### config.mk
export PLATFORM = sky130hd
export DESIGN_NAME = cmi_svpwm
export DESIGN_NICKNAME = d
export VERILOG_FILES = /design/src/rtl/cmi_svpwm_pkg.sv /design/src/rtl/cmi_carrier.sv /design/src/rtl/cmi_offset.sv /design/src/rtl/cmi_leg.sv /design/src/rtl/cmi_svpwm.sv
export SDC_FILE = /design/constraint.sdc
export NUM_CORES = 1
export LEC_CHECK = 0
export BUFFER_PORTS_ARGS = -buffer_cell sky130_fd_sc_hd__buf_2
export CAP_MARGIN = 20
export CELL_PAD_IN_SITES_DETAIL_PLACEMENT = 0
export CELL_PAD_IN_SITES_GLOBAL_PLACEMENT = 2
export CORE_AREA = 2 2 107 161
export CTS_CLUSTER_SIZE = 10
export DETAILED_ROUTE_END_ITERATION = 10
export DIE_AREA = 0 0 109 163
export MAX_ROUTING_LAYER = met4
export PLACE_DENSITY = 0.84
export SLEW_MARGIN = 15
export SYNTH_ARGS = -nofsm -noshare
export SYNTH_HDL_FRONTEND = slang
export SYNTH_SLANG_ARGS = --single-unit
### constraint.sdc
create_clock -name clk -period 32.6 [get_ports clk]
set_input_delay 0 -clock clk [delete_from_list [all_inputs] [get_ports clk]]
set_output_delay 0 -clock clk [all_outputs]
set_load 0.02 [all_outputs]
### src/rtl/cmi_svpwm_pkg.sv
package cmi_svpwm_pkg;

    localparam int NUM_LEGS = 3;

    typedef enum logic {
        MODE_CENTERED = 1'b0,
        MODE_CLAMPED  = 1'b1
    } zero_mode_e;

endpackage

### src/rtl/cmi_carrier.sv
module cmi_carrier #(
    parameter int DW = 8
) (
    input  logic              clk,
    input  logic              rst,
    output logic signed [DW:0] car_nxt_o,
    output logic              trough_o
);
    localparam int FS = (2 ** (DW - 1)) - 1;
    localparam int CW = DW + 1;
    localparam logic signed [CW-1:0] C_LO  = CW'(-FS);
    localparam logic signed [CW-1:0] C_HI  = CW'(FS - 1);
    localparam logic signed [CW-1:0] C_ONE = CW'(1);

    typedef struct packed {
        logic signed [CW-1:0] cnt;
        logic                 down;
    } car_state_t;

    car_state_t st_d, st_q;

    // next carrier value and direction
    always_comb begin
        st_d = st_q;
        if (st_q.down) begin
            if (st_q.cnt == C_LO) begin
                st_d.down = 1'b0;
                st_d.cnt  = st_q.cnt + C_ONE;
            end else begin
                st_d.cnt  = st_q.cnt - C_ONE;
            end
        end else begin
            if (st_q.cnt == C_HI) begin
                st_d.down = 1'b1;
                st_d.cnt  = st_q.cnt - C_ONE;
            end else begin
                st_d.cnt  = st_q.cnt + C_ONE;
            end
        end
    end

    always_ff @(posedge clk) begin
        if (rst) begin
            st_q <= '{cnt: C_LO, down: 1'b0};
        end else begin
            st_q <= st_d;
        end
    end

    assign car_nxt_o = st_d.cnt;
    assign trough_o  = (st_q.cnt == C_LO);


    carrier_range_chk: assert property (@(posedge clk) disable iff (rst)
        (st_q.cnt >= C_LO) && (st_q.cnt <= C_HI));


    carrier_step_chk: assert property (@(posedge clk) disable iff (rst)
        1'b1 |=> ((st_q.cnt == $past(st_q.cnt) + C_ONE) ||
                  (st_q.cnt == $past(st_q.cnt) - C_ONE)));

endmodule

### src/rtl/cmi_offset.sv
module cmi_offset
    import cmi_svpwm_pkg::*;
#(
    parameter int DW = 8
) (
    input  logic signed [DW-1:0] ref_i  [NUM_LEGS],
    input  zero_mode_e           mode_i,
    output logic signed [DW:0]   duty_o [NUM_LEGS]
);
    localparam int FS = (2 ** (DW - 1)) - 1;
    localparam int CW = DW + 1;
    localparam int WW = DW + 3;
    localparam logic signed [WW-1:0] W_POS = WW'(FS);
    localparam logic signed [WW-1:0] W_NEG = WW'(-FS);
    localparam logic signed [CW-1:0] C_POS = CW'(FS);
    localparam logic signed [CW-1:0] C_NEG = CW'(-FS);

    logic signed [WW-1:0] ext [NUM_LEGS];
    logic signed [WW-1:0] mx, mn, sum_mm, off_ctr;
    logic signed [WW-1:0] to_top, to_bot, mag_top, mag_bot, off_sel;

    for (genvar g = 0; g < NUM_LEGS; g++) begin : g_ext
        assign ext[g] = WW'(ref_i[g]);
    end

    // extremes of the three references
    always_comb begin
        mx = ext[0];
        mn = ext[0];
        for (int k = 1; k < NUM_LEGS; k++) begin
            if (ext[k] > mx) mx = ext[k];
            if (ext[k] < mn) mn = ext[k];
        end
    end

    // offset laws
    always_comb begin
        sum_mm  = mx + mn;
        off_ctr = (-sum_mm) >>> 1;
        to_top  = W_POS - mx;
        to_bot  = W_NEG - mn;
        mag_top = (to_top < 0) ? -to_top : to_top;
        mag_bot = (to_bot < 0) ? -to_bot : to_bot;
        if (mode_i == MODE_CLAMPED) begin
            off_sel = (mag_top <= mag_bot) ? to_top : to_bot;
        end else begin
            off_sel = off_ctr;
        end
    end

    // shift and saturate each leg
    for (genvar g = 0; g < NUM_LEGS; g++) begin : g_sat
        logic signed [WW-1:0] shifted;
        assign shifted   = ext[g] + off_sel;
        assign duty_o[g] = (shifted > W_POS) ? C_POS :
                           (shifted < W_NEG) ? C_NEG : CW'(shifted);
    end

endmodule

### src/rtl/cmi_leg.sv
module cmi_leg #(
    parameter int DW = 8
) (
    input  logic              clk,
    input  logic              rst,
    input  logic              trough_i,
    input  logic signed [DW:0] car_nxt_i,
    input  logic signed [DW:0] duty_i,
    output logic              hi_o,
    output logic              lo_o,
    output logic signed [DW:0] duty_q_o
);
    localparam int FS = (2 ** (DW - 1)) - 1;
    localparam int CW = DW + 1;
    localparam logic signed [CW-1:0] C_POS = CW'(FS);
    localparam logic signed [CW-1:0] C_NEG = CW'(-FS);

    typedef struct packed {
        logic signed [CW-1:0] duty;
        logic                 hi;
        logic                 lo;
    } leg_state_t;

    leg_state_t st_d, st_q;
    logic       above;

    always_comb begin
        st_d = st_q;
        if (trough_i) begin
            st_d.duty = duty_i;
        end
        above   = (st_d.duty > car_nxt_i);
        st_d.hi = above;
        st_d.lo = !above;
    end

    always_ff @(posedge clk) begin
        if (rst) begin
            st_q <= '{duty: '0, hi: 1'b0, lo: 1'b1};
        end else begin
            st_q <= st_d;
        end
    end

    assign hi_o     = st_q.hi;
    assign lo_o     = st_q.lo;
    assign duty_q_o = st_q.duty;


    duty_hold_chk: assert property (@(posedge clk) disable iff (rst)
        !trough_i |=> $stable(st_q.duty));


    duty_bound_chk: assert property (@(posedge clk) disable iff (rst)
        (st_q.duty >= C_NEG) && (st_q.duty <= C_POS));


    top_rail_chk: assert property (@(posedge clk) disable iff (rst)
        (st_q.duty == C_POS) |-> st_q.hi);


    bot_rail_chk: assert property (@(posedge clk) disable iff (rst)
        (st_q.duty == C_NEG) |-> !st_q.hi);

endmodule

### src/rtl/cmi_svpwm.sv
module cmi_svpwm
    import cmi_svpwm_pkg::*;
#(
    parameter int DW = 8
) (
    input  logic                clk,
    input  logic                rst,
    input  logic signed [DW-1:0] ref_a,
    input  logic signed [DW-1:0] ref_b,
    input  logic signed [DW-1:0] ref_c,
    input  logic                mode_sel,
    output logic [NUM_LEGS-1:0] sw_hi,
    output logic [NUM_LEGS-1:0] sw_lo
);
    localparam int FS = (2 ** (DW - 1)) - 1;
    localparam int CW = DW + 1;
    localparam logic signed [CW-1:0] C_POS = CW'(FS);
    localparam logic signed [CW-1:0] C_NEG = CW'(-FS);

    logic signed [DW-1:0] refs     [NUM_LEGS];
    logic signed [CW-1:0] duty_new [NUM_LEGS];
    logic signed [CW-1:0] duty_hld [NUM_LEGS];
    logic signed [CW-1:0] car_nxt;
    logic                 trough;
    zero_mode_e           mode;
    logic                 any_rail;

    assign refs[0] = ref_a;
    assign refs[1] = ref_b;
    assign refs[2] = ref_c;
    assign mode    = zero_mode_e'(mode_sel);

    cmi_carrier #(.DW(DW)) u_carrier (
        .clk       (clk),
        .rst       (rst),
        .car_nxt_o (car_nxt),
        .trough_o  (trough)
    );

    cmi_offset #(.DW(DW)) u_offset (
        .ref_i  (refs),
        .mode_i (mode),
        .duty_o (duty_new)
    );

    for (genvar g = 0; g < NUM_LEGS; g++) begin : g_leg
        cmi_leg #(.DW(DW)) u_leg (
            .clk       (clk),
            .rst       (rst),
            .trough_i  (trough),
            .car_nxt_i (car_nxt),
            .duty_i    (duty_new[g]),
            .hi_o      (sw_hi[g]),
            .lo_o      (sw_lo[g]),
            .duty_q_o  (duty_hld[g])
        );
    end

    always_comb begin
        any_rail = 1'b0;
        for (int k = 0; k < NUM_LEGS; k++) begin
            if ((duty_hld[k] == C_POS) || (duty_hld[k] == C_NEG)) any_rail = 1'b1;
        end
    end


    clamp_rail_chk: assert property (@(posedge clk) disable iff (rst)
        (trough && (mode == MODE_CLAMPED)) |=> any_rail);

endmodule

# Word-level counts from Yosys, hierarchy flattened
# Cells that the tools add are included.
op_classes:
  n_addsub: 11
  magnitude_cmp: 16
  n_eq_ne: 2
  muxes: 22
  reduce_logical: 3
op_table:
  columns: ["cell", "count"]
  rows:
  - ["$mux 9", 11]
  - ["$mux 11", 8]
  - ["$add 8x11->11", 3]
  - ["$gt 11x8->1 const B", 3]
  - ["$lt 11x8->1 const B", 3]
  - ["$neg 11->11", 3]
  - ["$gt 9x9->1", 3]
  - ["$lt 11x1->1 const B", 2]
  - ["$sub 8x11->11 const A", 2]
  - ["$eq 9x8->1 const B", 2]
  - ["$add 11x11->11", 1]
  - ["$gt 8x11->1", 1]
  - ["$le 11x11->1", 1]
  - ["$lt 8x11->1", 1]
  - ["$mux 10", 1]
  - ["$add 9x2->9 const B", 1]
  - ["$sub 9x2->9 const B", 1]
  - ["$gt 8x8->1", 1]
  - ["$lt 8x8->1", 1]
  - ["$logic_not 1->1", 3]
  - ["$mux 1", 2]
word_totals:
  register_bits: 43
  input_bits: 27
  out_inout_bits: 6
  elab_cells: 65

# Longest topological paths before layout
# Gate-level depths: netlist (run 1).
logic_depth:
  depth_word: 17
  depth_mapped: 68
  mapped_depth_nobuf: 61

# Hierarchy
# From an unflattened synthesis (run 1), not the netlist that was laid out.
hier_totals:
  cells_unflattened: 912
  area_unflattened_um2: 7318.3
modules_own_cells:
  columns: ["mod", "n_inst", "cells_per_inst", "area_per_inst_um2", "seq_area_each_um2"]
  rows:
  - ["cmi_offset", 1, 617, 4504.3, 0.0]
  - ["cmi_leg", 3, 62, 639.4, 220.2]
  - ["cmi_carrier", 1, 109, 895.9, 200.2]

# Worst setup path before layout (run 1)
# Ideal clock, no wire load.
synth_path:
  kind: "in2reg"
  start: "input port ref_a[7]"
  end: "register g_leg[2].u_leg.st_q (netlist bit g_leg[2].u_leg.hi_o)"
  setup_time_ns: 0.141
  arrival_time_ns: 11.409
  required_ns: 32.459
  path_slack_ns: 21.050
  stages: 64
  path_buffers: 7
  path_cell_list: "inv_1 > ha_1 > buf_6 > and4_1 > o2111a_1 > or4_4 > and2_4 > buf_6 > mux2_4 > inv_1 > ha_1 > or3b_1 > a211oi_1 > nand3_1 > mux2_2 > nand2_1 > clkbuf_1 > buf_1 > (+28 left out) > nor2_1 > or2_0 > clkbuf_1 > nor4b_2 > nor3_2 > a21oi_1 > ha_1 > nor2b_1 > o21ai_0 > nand2b_1 > a21oi_1 > nor2b_1 > o21ai_0 > nand2b_1 > a21oi_1 > nor2b_1 > o32ai_1 > a211oi_1"
synth_lines:
  columns: ["item", "line", "rtl"]
  rows:
  - ["from (decl)", "cmi_svpwm.sv:8", "input logic signed [DW-1:0] ref_a,"]
  - ["to (signal assigned)", "cmi_leg.sv:39", "st_q <= '{duty: '0, hi: 1'b0, lo: 1'b1};"]
  - ["to (signal assigned)", "cmi_leg.sv:41", "st_q <= st_d;"]
  - ["to (decl)", "cmi_leg.sv:24", "leg_state_t st_d, st_q;"]

==> impl_metrics.ini, run 1 <==
[status]
status = finished, final reports clean

[layout]
areaGrowthSynthToFinish_pct = 5.738
drive_gt1_share_pct = 8.731
finalNetCount = 1004
post-route-util_pct = 42.27
instances_no_fill = 1069
diodes = 0

[clock_network]
insertion_delay_ns = 0.29
numCtsBuffers = 5
root_buffer = clkbuf_16
tritoncts = done
post_cts_buffers = 0
cts-resized-gates = 0
clockBufferDepth = 2
cts.sinks = 43
cts_hold_buf = 0
htreeDepth = 2
clk_pin_slew_worst_paths_ns = 0.05

[timing]
holdWs_ns = 0.3060
max_slew_margin_pct = 24.84
setup_viol = 0
hold_violations = 0
drv_slew = 0
fmax_ghz = 0.07430
setup-tns-final_ns = 0
timing.final.ws_setup_ns = 19.14
period_minus_slack_ns = 13.46
rsz0062_at_grt = false
tightest_slew_ns = 1.127
clock-skew-final_ns = 0.006606
fin_crit_sh_pct = 41.28

[route]
wl_per_cell_um = 18.32
routed_via_density = 5.830
drc_errors = 0
vias = 6232
firstDrtPassIters = 5
wirelength_um = 19580
drt-initial-drc-count = 217
ant_nets = 0

[global_route]
grt_max_degree = 51
grt_pass1_vias = 6202
antenna_found_initial = 0
grt_pass1_wl_um = 31140
grt_usage_pct = 23.25
grt-ovfl-total = 0

[floorplanning]
placementRows = 58
start_util_pct = 39.97
die_height_um = 163
num_io_pins = 33
die_area_um2 = 17770
die_x_um = 109
core_um2 = 16470

[power_and_ir_drop]
ir_drop_mv = 0.04695
power_density_nw_per_um2 = 107.1
leakagePower_nw = 3.074

[worst_setup_path]
crit_family = compound AO/OA/AOI/OAI gates
cp_num_buf_inv = 3
crit_slowest_cell = a32oi_1
critPathRequiredTime_ns = 32.72
critPathKind = primary input to register
cp-end-kind = register
startpoint_type = primary input
crit_fanout = 26
slowest_delay_ns = 0.87
cp.arrival_ns = 13.58

[logic_synthesis]
synth.avg_cell_area_um2 = 7.720
syn_inst = 853
ys_seq_area_share_pct = 13.07
yosysWarnings = 0
syn_nets = 997
ys.flop_type = dfxtp_1
ys_types = 75
synth_edf_count = 0
async_flop_share_pct = 0
synth_area_um2 = 6585
synth.ff_latch_count = 43

[job]
maxCapViolCount = 0

[place]
gp_congestion = 0.9534
dpl.hpwl_um = 16380
preCtsSetupSlack_ns = 18.82
io_buffers = 32
dp.cells = 1063

[worst_hold_path]
min_path_type = primary input to register
-- layout by cell type, fill, tap and decap left out, types with 8 or more instances in the layout --
cell	n
xnor2_1	31
o21a_1	10
a21oi_1	68
o32ai_1	13
mux2_2	10
o31ai_1	8
a21o_1	13
nand3_1	14
xor2_1	17
buf_2	32
nor2_1	93
o22ai_1	15
inv_1	52
dfxtp_1	43
nor2b_1	22
mux2i_1	24
nand2b_1	18
nand4_1	17
ha_1	113
nor3_1	20
o21ai_0	48
nand2_1	50
-- cell type report --
class / count / area (um2)
multi-input combinational: 722 / 5325
inverter: 52 / 195.2
timing repair buffer: 36 / 190.2
fill: 1710 / 9510
tap: 210 / 262.8
sequential: 43 / 860.8
clock buffer: 6 / 128.9
-- Yosys cell counts, types with 3 or more instances --
cell | number | area share [%]
nand2b_1 | 18 | 1.7
nand2_1 | 50 | 2.9
or3_1 | 7 | 0.66
o22ai_1 | 15 | 1.4
ha_1 | 113 | 21
buf_4 | 8 | 0.91
xor2_1 | 17 | 2.3
buf_6 | 5 | 0.85
a31oi_1 | 7 | 0.66
or4_1 | 3 | 0.34
nor3_1 | 20 | 1.5
and2_1 | 5 | 0.48
dfxtp_1 | 43 | 13
o21a_1 | 10 | 1.1
o211ai_1 | 5 | 0.57
nor4_1 | 5 | 0.48
inv_1 | 52 | 3.0
nand3b_1 | 3 | 0.34
clkbuf_1 | 20 | 1.1
or2_2 | 3 | 0.29
o32ai_1 | 13 | 1.7
a21o_1 | 13 | 1.5
xnor2_1 | 31 | 4.1
and3_1 | 3 | 0.29
nor2b_1 | 22 | 2.1
nor2_1 | 93 | 5.3
fa_1 | 4 | 1.2
a21oi_1 | 68 | 5.2
a211oi_1 | 7 | 0.80
mux2_2 | 10 | 1.7
nor4b_1 | 5 | 0.66
o32ai_2 | 6 | 1.5
o21ai_0 | 48 | 3.6
and4_1 | 6 | 0.80
o21bai_1 | 6 | 0.68
nand4_1 | 17 | 1.6
o31ai_1 | 8 | 0.91
nand3_1 | 14 | 1.1
mux2i_1 | 24 | 3.6
-- worst paths after layout --
check	cells past startpoint	slack, ns	from	endpoint
setup / recovery	55	19.14	ref_a[7]	g_leg[2].u_leg.hi_o
hold / removal	2	0.31	rst	u_carrier.st_q[7]
setup reg to reg	18	28.19	u_carrier.st_q[4]	g_leg[2].u_leg.hi_o
hold reg to reg	1	0.50	u_carrier.st_q[1]	u_carrier.st_q[1]
-- where the power goes --
group	total (W)	internal, W	switching (W)	leakage [nW]
Sequential	0.0000773	0.0000708	0.00000651	0.357
Clock	0.0000471	0.0000275	0.0000195	0.0628
Combinational	0.000621	0.000252	0.000369	2.65
Total	0.000746	0.000351	0.000395	3.07
-- logic make-up (layout without fill, tap and decap cells) --
kind of cell    count (synthesis)  count (layout)  share of synthesized area, %
fa+ha+maj                     117             117                         22.69
simple gates                  286             286                         22.17
buf+inv                        88              94                         6.061
xor+xnor                       50              50                         6.878
flops                          43              43                         13.07
mux                            35              35                         5.586
compound gates                234             234                         23.54
-- worst reg2reg max path, stage by stage, from the launching register on --
cell and delay, ns:
dfxtp_1 0.34, nor2_1 0.16, nand2_1 0.09, nor2_1 0.24
nand4_1 0.34, a22oi_1 0.86, mux2i_1 0.30, xor2_1 0.41
ha_1 0.34, o21ai_0 0.08, nand2b_1 0.07, a21oi_1 0.16
nor2b_1 0.06, o21ai_0 0.13, nand2b_1 0.07, a21oi_1 0.15
nor2b_1 0.06, o32ai_1 0.23, a211oi_1 0.14
-- sequential cells by signal (all words and copies together), names as in the netlist, named ones only --
signal                flops
u_carrier.st_q           10
g_leg.u_leg.lo_o          3
g_leg.u_leg.duty_q_o     24
g_leg.u_leg.hi_o          3
-- layer usage --
| layer | part of all wire [%] | global-route usage [%] |
|---|---|---|
| met1 | 37 | 22.68 |
| met2 | 55 | 44.64 |
| met3 | 2.4 | 1.561 |
| met4 | 5.4 | 12.06 |
| met5 | 0 | - |
-- metrics by stage --
stage          total power [W]  instance area (um2)
6_report             0.0007457                 6963
2_1_floorplan        0.0005731                 6585
3_5_place_dp         0.0006977                 6834
3_3_place_gp         0.0006835                 6834
4_1_cts              0.0007496                 6963
5_1_grt              0.0008308                 6963
No activity file was read; power rests on OpenSTA's default activity.
==> inputs of run 2 (changes only) <==
--- a/config.mk
+++ b/config.mk
@@ -9,12 +9,12 @@
 export CAP_MARGIN = 20
 export CELL_PAD_IN_SITES_DETAIL_PLACEMENT = 0
 export CELL_PAD_IN_SITES_GLOBAL_PLACEMENT = 2
-export CORE_AREA = 2 2 107 161
+export CORE_AREA = 2 2 117 176
 export CTS_CLUSTER_SIZE = 10
 export DETAILED_ROUTE_END_ITERATION = 10
-export DIE_AREA = 0 0 109 163
+export DIE_AREA = 0 0 119 178
 export MAX_ROUTING_LAYER = met4
-export PLACE_DENSITY = 0.84
+export PLACE_DENSITY = 0.75
 export SLEW_MARGIN = 15
 export SYNTH_ARGS = -nofsm -noshare
 export SYNTH_HDL_FRONTEND = slang
==> constraint.sdc (replaced) <==
create_clock -name clk -period 11.6 [get_ports clk]
set_input_delay 0 -clock clk [delete_from_list [all_inputs] [get_ports clk]]
set_output_delay 0 -clock clk [all_outputs]
set_load 0.02 [all_outputs]
==> run 2 against run 1 <==
Count of clock-buffer cells in the layout did not move. Cell area rose by 6.5%. Register-to-register slack got worse by 21 ns. Clock skew rose by 0.0024 ns. Largest power group unchanged.
==> impl_metrics.ini, run 2 (synthesis results as in run 1) <==
[worst_hold_path]
hold_path.startpoint = rst
worstHoldPathCells = 3
holdPathEnd = u_carrier.st_q[6]
min_path_type = primary input to register

[place]
postPlaceCellArea_um2 = 7092
io_buffers = 32
dp.cells = 1139
gp_congestion = 0.9150
dpl.hpwl_um = 17060

[worst_setup_path]
startpoint_type = primary input
crit_slowest_cell = or4_4
cp.arrival_ns = 10.94
cp-startpoint = ref_a[7]
critPathRequiredTime_ns = 11.75
timing.rr.end = g_leg[0].u_leg.hi_o
regToRegSetupSlack_ns = 7.29
rr_startpoint = u_carrier.st_q[4]
cp_num_buf_inv = 6
critPathKind = primary input to register
cp-end-kind = register
rr_worst_depth = 18
slowest_delay_ns = 0.52
crit_fanout = 11
path_common_cell = a21oi_1
crit_family = compound AO/OA/AOI/OAI gates

[clock_network]
clk_pin_slew_worst_paths_ns = 0.06
cts.sinks = 43
numCtsBuffers = 5
clockBufferDepth = 2
root_buffer = clkbuf_16
htreeDepth = 2
cts_hold_buf = 0
insertion_delay_ns = 0.29
tritoncts = done

[route]
drc_errors = 0
routed_via_density = 5.472
vias = 6309
wl_per_cell_um = 18.01
ant_nets = 0
wirelength_um = 20760
drt-initial-drc-count = 254
firstDrtPassIters = 6

[global_route]
use_met1_pct = 20.08
grtUsageMet3_pct = 0.9910
antenna_found_initial = 0
grt_pass1_wl_um = 32400
grt_util_met2_pct = 40.28
grt_pass1_vias = 6140
grt_max_degree = 51
grt-ovfl-total = 0
grt_usage_pct = 20.09
busiest_layer = met2

[power_and_ir_drop]
ir_drop_mv = 0.09482
internal_power_w = 0.001077
swShare_pct = 51.97
switching_power_w = 0.001165
seq_power_share_pct = 9.7
power_density_nw_per_um2 = 302.3
pwr-share-comb_pct = 84.2
leakagePower_nw = 3.263
finalPower_w = 0.002242
clkPwrFrac_pct = 6.1

[floorplanning]
core_um2 = 19630
die_height_um = 178
placementRows = 63
die_x_um = 119
start_util_pct = 33.55
die_area_um2 = 21180
num_io_pins = 33

[layout]
largest_reg_flops = 24
fin_area_um2 = 7417
areaGrowthSynthToFinish_pct = 12.64
post-route-util_pct = 37.79
drive_gt1_share_pct = 14.67
diodes = 0
mostFrequentLayoutCells = ha_1 (111), nor2_1 (93), a21oi_1 (62), inv_1 (52), nand2_1 (49)
instances_no_fill = 1153
finalNetCount = 1038
final_common_cell = ha_1

[timing]
holdWs_ns = 0.2674
period_minus_slack_ns = 10.80
max_slew_margin_pct = 35.37
drv_slew = 0
hold_violations = 0
fin_crit_sh_pct = 93.06
setup_viol = 0
fmax_ghz = 0.09263
tightest_slew_ns = 0.9694
clock-skew-final_ns = 0.008958

[status]
status = finished, final reports clean

[job]
maxCapViolCount = 0
[run 2: changes by cell type in the layout (fill, tap and decap cells not counted), sizes merged]
| cell | previous run | this run |
|---|---|---|
| buf | 36 | 70 |
[run 2: power by group through the flow]
stage | logic [W] | clock network [W] | registers (W)
3_3_place_gp | 0.00182 | 0 | 0.000220
6_report | 0.00189 | 0.000136 | 0.000218
2_1_floorplan | 0.00139 | 0 | 0.000216
4_1_cts | 0.00182 | 0.000139 | 0.000218
3_5_place_dp | 0.00181 | 0 | 0.000221
5_1_grt | 0.00213 | 0.000144 | 0.000222
[run 2: how the worst max path moves through the flow]
stage / end / slack, ns / depth (start not counted)
5_1_grt: g_leg[1].u_leg.lo_o / -0.08 / 62
6_report: g_leg[0].u_leg.hi_o / 0.80 / 57
3_3_place_gp: g_leg[0].u_leg.hi_o / -0.19 / 55
3_5_place_dp: g_leg[2].u_leg.hi_o / -0.22 / 59
2_1_floorplan: g_leg[2].u_leg.hi_o / 0.05 / 64
4_1_cts: g_leg[2].u_leg.hi_o / 0.03 / 59
[run 2: cell type report]
| cell class | count | area (um2) |
|---|---|---|
| clock buffers | 6 | 128.9 |
| fillers | 2105 | 12210 |
| inverters | 52 | 195.2 |
| multi-input cells | 722 | 5461 |
| flip-flops and latches | 43 | 860.8 |
| well taps | 260 | 325.3 |
| repair buffers | 70 | 445.4 |
[run 2: worst reg2reg max path, cell delays in order, from the launching register on]
cell and delay, ns:
dfxtp_1 0.34, nor2_1 0.15, nand2_1 0.09, nor2_1 0.20
nand4_1 0.25, a22oi_1 0.84, nand2_1 0.16, nor3_1 0.24
nor2_1 0.09, xor2_1 0.48, ha_1 0.35, a21oi_1 0.14
nor2b_1 0.05, o21ai_0 0.15, nand2b_1 0.07, a21oi_1 0.14
nor2b_1 0.05, o32ai_1 0.23, a211oi_1 0.13
[run 2: per-layer routing]
metal | share of wire (%) | vias to the layer above
met5 | 0 | -
li1 | - | 3196
met4 | 3.4 | 0
met2 | 57 | 107
met3 | 1.6 | 32
met1 | 38 | 2974
[run 2: through the flow]
step	setup WS, ns	TNS (ns)
floorplan	0.04984	0
global placement	-0.1930	-0.7087
detailed placement	-0.2224	-0.9431
CTS	0.03200	0
global route	-0.07584	-0.3720
finish	0.8047	0
[run 2: what timing repair did]
item,in CTS,in global routing
endpoints found under the setup margin,0,6
setup buffers,0,8
gates resized for setup,0,33
